===== src/rtl/ci_pkg.sv =====
package ci_pkg;
  localparam int CODE_W   = 4;
  localparam int BYTE_W   = 8;
  localparam int ADDR_W   = 2;
  localparam int N_CHAN   = 2;
  localparam int STAT_BIT = 2;

  typedef enum logic [ADDR_W-1:0] {
    ADR_STAT = 2'd0,
    ADR_MASK = 2'd1,
    ADR_PRIM = 2'd2,
    ADR_SEC  = 2'd3
  } ci_addr_e;

  function automatic logic [BYTE_W-1:0] pack_rx(input logic [CODE_W-1:0] code,
                                                 input logic hi_flag,
                                                 input logic lo_flag);
    return {2'b00, code, hi_flag, lo_flag};
  endfunction

  function automatic logic cmd_byte_valid(input logic [BYTE_W-1:0] b);
    return b[1:0] == 2'b11;
  endfunction

  function automatic logic [CODE_W-1:0] cmd_field(input logic [BYTE_W-1:0] b);
    return b[CODE_W+1:2];
  endfunction
endpackage


===== src/rtl/ci_filter.sv =====
module ci_filter #(
  parameter int W = 4,
  parameter logic [W-1:0] RST_CODE = '1
) (
  input  logic         clk,
  input  logic         rst_n,
  input  logic         frame_tick,
  input  logic [W-1:0] line_in,
  output logic [W-1:0] code_q,
  output logic         new_evt
);
  logic [W-1:0] prev_q;
  logic [W-1:0] code_r;

  assign new_evt = frame_tick && (line_in == prev_q) && (line_in != code_r);
  assign code_q  = code_r;

  always_ff @(posedge clk) begin
    if (!rst_n) begin
      prev_q <= RST_CODE;
      code_r <= RST_CODE;
    end else begin
      if (frame_tick) prev_q <= line_in;
      if (new_evt)    code_r <= line_in;
    end
  end

  assert_latch_on_frame_R4: assert property (@(posedge clk) disable iff (!rst_n)
    !$stable(code_r) |-> $past(frame_tick));

  assert_single_sighting_R5: assert property (@(posedge clk) disable iff (!rst_n)
    (frame_tick && line_in != prev_q) |=> $stable(code_r));
endmodule


===== src/rtl/ci_cmd_reg.sv =====
module ci_cmd_reg
  import ci_pkg::*;
#(
  parameter int W = CODE_W
) (
  input  logic              clk,
  input  logic              rst_n,
  input  logic              wr_en,
  input  logic [BYTE_W-1:0] wdata,
  output logic [W-1:0]      cmd_q
);
  logic accept;
  assign accept = wr_en && cmd_byte_valid(wdata);

  always_ff @(posedge clk) begin
    if (!rst_n)      cmd_q <= '0;
    else if (accept) cmd_q <= cmd_field(wdata);
  end

  assert_cmd_only_on_valid_write_R3: assert property (@(posedge clk) disable iff (!rst_n)
    !$stable(cmd_q) |-> $past(wr_en) && $past(wdata[1:0]) == 2'b11);

  assert_cmd_takes_field_R2: assert property (@(posedge clk) disable iff (!rst_n)
    (wr_en && wdata[1:0] == 2'b11) |=> cmd_q == $past(wdata[5:2]));
endmodule


===== src/rtl/ci_channel.sv =====
module ci_channel
  import ci_pkg::*;
(
  input  logic              clk,
  input  logic              rst_n,
  input  logic              reg_wr,
  input  logic              reg_rd,
  input  logic [ADDR_W-1:0] reg_addr,
  input  logic [BYTE_W-1:0] reg_wdata,
  output logic [BYTE_W-1:0] reg_rdata,
  input  logic              frame_tick,
  input  logic [CODE_W-1:0] ind_primary,
  input  logic [CODE_W-1:0] ind_secondary,
  output logic [CODE_W-1:0] cmd_out,
  output logic              irq
);
  logic [N_CHAN-1:0][CODE_W-1:0] ind_bus;
  logic [N_CHAN-1:0][CODE_W-1:0] code_bus;
  logic [N_CHAN-1:0]             evt_bus;

  assign ind_bus[0] = ind_primary;
  assign ind_bus[1] = ind_secondary;

  for (genvar c = 0; c < N_CHAN; c++) begin : g_chan
    ci_filter #(.W(CODE_W), .RST_CODE('1)) u_filt (
      .clk(clk), .rst_n(rst_n), .frame_tick(frame_tick),
      .line_in(ind_bus[c]), .code_q(code_bus[c]), .new_evt(evt_bus[c])
    );
  end

  logic rd_prim, rd_sec, wr_cmd, wr_mask, any_evt;
  assign rd_prim = reg_rd && reg_addr == ADR_PRIM;
  assign rd_sec  = reg_rd && reg_addr == ADR_SEC;
  assign wr_cmd  = reg_wr && reg_addr == ADR_PRIM;
  assign wr_mask = reg_wr && reg_addr == ADR_MASK;
  assign any_evt = |evt_bus;

  ci_cmd_reg #(.W(CODE_W)) u_cmd (
    .clk(clk), .rst_n(rst_n), .wr_en(wr_cmd), .wdata(reg_wdata), .cmd_q(cmd_out)
  );

  logic              chg_q, sec_q, stat_q;
  logic [BYTE_W-1:0] mask_q;

  always_ff @(posedge clk) begin
    if (!rst_n) begin
      chg_q  <= 1'b0;
      sec_q  <= 1'b0;
      stat_q <= 1'b0;
      mask_q <= '1;
    end else begin
      if (evt_bus[0])         chg_q  <= 1'b1;
      else if (rd_prim)       chg_q  <= 1'b0;
      if (evt_bus[1])         sec_q  <= 1'b1;
      else if (rd_prim || rd_sec) sec_q <= 1'b0;
      if (any_evt)            stat_q <= 1'b1;
      else if (rd_prim)       stat_q <= 1'b0;
      if (wr_mask)            mask_q <= reg_wdata;
    end
  end

  always_comb begin
    unique case (reg_addr)
      ADR_STAT: reg_rdata = BYTE_W'(stat_q) << STAT_BIT;
      ADR_MASK: reg_rdata = mask_q;
      ADR_PRIM: reg_rdata = pack_rx(code_bus[0], chg_q, sec_q);
      default:  reg_rdata = pack_rx(code_bus[1], 1'b0, 1'b0);
    endcase
  end

  assign irq = stat_q && !mask_q[STAT_BIT];

  assert_mask_blocks_R10: assert property (@(posedge clk) disable iff (!rst_n)
    mask_q[STAT_BIT] |-> !irq);

  assert_read_clears_R9: assert property (@(posedge clk) disable iff (!rst_n)
    (rd_prim && !any_evt) |=> !stat_q && !chg_q && !sec_q);

  assert_event_wins_R11: assert property (@(posedge clk) disable iff (!rst_n)
    any_evt |=> stat_q);

  assert_flag_has_cause_R8: assert property (@(posedge clk) disable iff (!rst_n)
    $rose(chg_q) |-> $past(evt_bus[0]));
endmodule


===== config.mk =====
export PLATFORM = sky130hd
export DESIGN_NAME = ci_channel
export DESIGN_NICKNAME = d
export VERILOG_FILES = /design/src/rtl/ci_pkg.sv /design/src/rtl/ci_filter.sv /design/src/rtl/ci_cmd_reg.sv /design/src/rtl/ci_channel.sv
export SDC_FILE = /design/constraint.sdc
export NUM_CORES = 1
export LEC_CHECK = 0
export BUFFER_PORTS_ARGS = -buffer_cell sky130_fd_sc_hd__buf_2
export CELL_PAD_IN_SITES_DETAIL_PLACEMENT = 2
export CELL_PAD_IN_SITES_GLOBAL_PLACEMENT = 2
export CORE_MARGIN = 1
export CORE_UTILIZATION = 34
export DETAILED_ROUTE_END_ITERATION = 10
export PLACE_DENSITY = 0.9
export SLEW_MARGIN = 20
export SYNTH_ARGS = -nofsm -noshare
export SYNTH_HDL_FRONTEND = slang
export SYNTH_SLANG_ARGS = --single-unit

===== constraint.sdc =====
create_clock -name clk -period 2.8 [get_ports clk]
set_clock_uncertainty 0.05 [all_clocks]
set_input_delay 0.28 -clock clk [delete_from_list [all_inputs] [get_ports clk]]
set_output_delay 0.28 -clock clk [all_outputs]
set_load 0.005 [all_outputs]

==> metrics.txt <==
synthesized area 0.001524 mm²; min cycle time layout 1.620 ns; fmax 0.6173 GHz; TritonCTS clock tree built; Remaining DRCs 0; count of cell types in the netlist 29; fin util 0.4426; Hold Crit Depth 3; DRT iter0 DRCs 50; PD cells 543.0 mW/mm²; max_cap viols 0; Area Growth Syn to Fin 20.36%; GR Overflow Total 0; Worst Path Required 2.96 ns; Post-synth EDFFs 0; CP Capture Type flop; Min-Delay Path Class in2reg; RSZ-0062 raised after global routing no; Critical Path Max Stage Delay 0.48 ns; register bit count reported by yosys 31; Final TNS setup 0 ns; element type at the critical path start flop; Crit Reg-Reg Endpoint g_chan[1].u_filt.code_q[0]; CTS max path bufs 2; Post-Synthesis Cells 159; vias in the first global route 1432; ys async rst share 0; Post-CTS Setup Repair Bufs 0; Total GRT Usage 0.2158; Multi-input gate area 864.6 µm²; std cell rows 23; die span in y 68.95 µm; most used flip-flop cell after synthesis dfxtp_1; CP bufs+invs 0; die area 0.004754 mm²; WL/cell 18.11 µm; I/O Buffers 35; core area 0.004144 mm²; Post-Syn Nets 182; post-synth top area cell dfxtp_1; Clock Latency Late Sink 0.29 ns; top-area cell type share of the netlist area 0.4072; VDD IR-drop max 0.1984 mV; CP Cell Sequence xor2_1 > nor4_4 > nor4b_4 > mux2i_1; first-pass detailed-route iteration total 4; Layout Cell Area excl Fill 0.001834 mm²; DIE WIDTH 68.95 µm; CTS root buffer clkbuf_8; n_diodes 0; synth warn 0; hold_ws 0.1802 ns; synth top area cells dfxtp_1 41%, mux2i_1 12%, nor2b_1 9.0%; reg2reg start g_chan[1].u_filt.code_q[0]; Final Max Tran Viols 0; Initial Utilization 0.3678; Syn Area/Cell 9.585 µm²; Clock Sinks 31; Top Family by Delay on Critical Path simple AND/OR/NAND/NOR gates; pin count of the biggest net entering global routing 40; first-pass GRT wire length 7182 µm; Fin. Hold Viols 0; Commonest cells post-synth 31 x dfxtp_1, 26 x nand2_1, 22 x nor2b_1, 18 x mux2i_1; initial antenna violation count 0; Register Area 620.6 µm²; via count 1284; TritonCTS Buffers 5; Crit Path Max Fanout 6; Reg clk slew, reported paths 0.07 ns; number of gates resized after cts 0; ratio of cells with drive above 1 in the final layout 0.2667; critical path's slowest cell nor4b_4; Filler Cell Count 471; Slew @ Worst Pin 0.6305 ns; status finished, final reports clean; DRT antenna net count 0; reg2reg path depth 4; Cell Area, Placed 0.001734 mm²; Detailed Route WL 4438 µm; I/O Pins 36; final setup violation count 0; Nets 217; Worst Setup Path Type reg2reg; RD Place Congestion 0.7124; Pleak 0.7923 nW; fin crit share 0.5785; critical path data arrival time 1.78 ns; most frequent cell after synthesis dfxtp_1; worst hold path startpoint reg_wdata[7]; Hold Path Sink mask_q[7]; Seq/Total Area, Yosys 0.4072; DP Wirelength 3204 µm; CTS Hold Bufs 0; setup slack, reg-to-reg 1.18 ns; headroom to the max-slew limit 0.5774; H-tree depth 2; Avg Vias per Cell 5.241
-- worst reg2reg max path: cells and delay by family, from the launching register on --
kind                      cells  cell delay [ns]
xor gates and xnor gates      1             0.27
and+or+nand+nor               2             0.58
DFF                           1             0.38
muxes                         1             0.26
-- worst max-delay path by stage --
stage,startpoint,to,cells after the start
3_5_place_dp,reg_addr[0],mask_q[4],5
6_report,g_chan[1].u_filt.code_q[0],g_chan[1].u_filt.code_q[0],4
2_1_floorplan,g_chan[0].u_filt.code_q[1],stat_q,4
3_3_place_gp,frame_tick,g_chan[1].u_filt.code_q[1],4
4_1_cts,g_chan[1].u_filt.code_q[0],g_chan[1].u_filt.code_q[0],4
5_1_grt,g_chan[1].u_filt.code_q[0],g_chan[1].u_filt.code_q[2],4
-- cells by family after synthesis --
| kind of cell | after synthesis | share of synthesized area |
|---|---|---|
| AOI/OAI and AO/OA | 15 | 0.08210 |
| xor gates and xnor gates | 13 | 0.07471 |
| buffers and inverters | 10 | 0.02545 |
| DFF | 31 | 0.4072 |
| muxes | 22 | 0.1552 |
| and+or+nand+nor | 68 | 0.2553 |
-- stage by stage --
stage,std cells,worst slack (ns),total power (W)
after global routing,245,1.047,0.001041
final,245,1.180,0.0009960
after detailed placement,237,1.046,0.0006145
after CTS,245,1.148,0.001008
after floorplan,159,1.390,0.0005593
after global placement,237,1.159,0.0006036
-- state kept, by name, indices dropped and copies added, names as in the netlist --
name,count
g_chan.u_filt.code_q,8
g_chan.u_filt.prev_q,8
mask_q,8
u_cmd.cmd_q,4
chg_q,1
sec_q,1
stat_q,1
-- layout make-up --
| class | instances | share of cell area |
|---|---|---|
| Clock buffer | 8 | 0.05457 |
| Inverter | 3 | 0.006139 |
| Multi-Input combinational cell | 118 | 0.4714 |
| Sequential cell | 31 | 0.3383 |
| Tap cell | 50 | 0.03411 |
| Timing Repair Buffer | 35 | 0.09550 |
-- layer usage --
| metal | GRT usage | vias to the layer above | part of all wire |
|---|---|---|---|
| li1 | - | 611 | - |
| met2 | 0.3993 | 19 | 0.55 |
| met3 | 0.05428 | 6 | 0.025 |
| met1 | 0.2375 | 648 | 0.41 |
| met4 | 0.06888 | 0 | 0.013 |
| met5 | 0 | - | 0 |
-- placed cells by master, fill, tap and decap left out --
cell / instances
mux2_2: 3
xor2_1: 9
and2b_2: 1
o211ai_1: 2
or2b_1: 1
inv_2: 1
clkbuf_1: 1
a22o_1: 5
buf_2: 35
nand3_1: 9
clkbuf_8: 7
nand4_1: 1
nor4_1: 1
nor4_4: 1
nor2b_1: 22
o31a_2: 1
o21a_1: 2
dfxtp_1: 31
nor3_2: 1
nand2b_1: 1
a21boi_0: 3
nor4b_4: 1
a222oi_1: 1
mux4_2: 1
inv_1: 2
mux2i_1: 18
xnor2_1: 4
and2_1: 3
nand2_1: 26
o2111ai_1: 1
-- power by group --
group | total (W) | leakage (nW) | internal, W | switching [W]
clock | 0.000389 | 0.0515 | 0.000224 | 0.000165
combinational | 0.000134 | 0.487 | 0.0000623 | 0.0000721
sequential | 0.000472 | 0.254 | 0.000459 | 0.0000128
total | 0.000996 | 0.792 | 0.000746 | 0.000250
No activity file was read; power rests on OpenSTA's default activity.
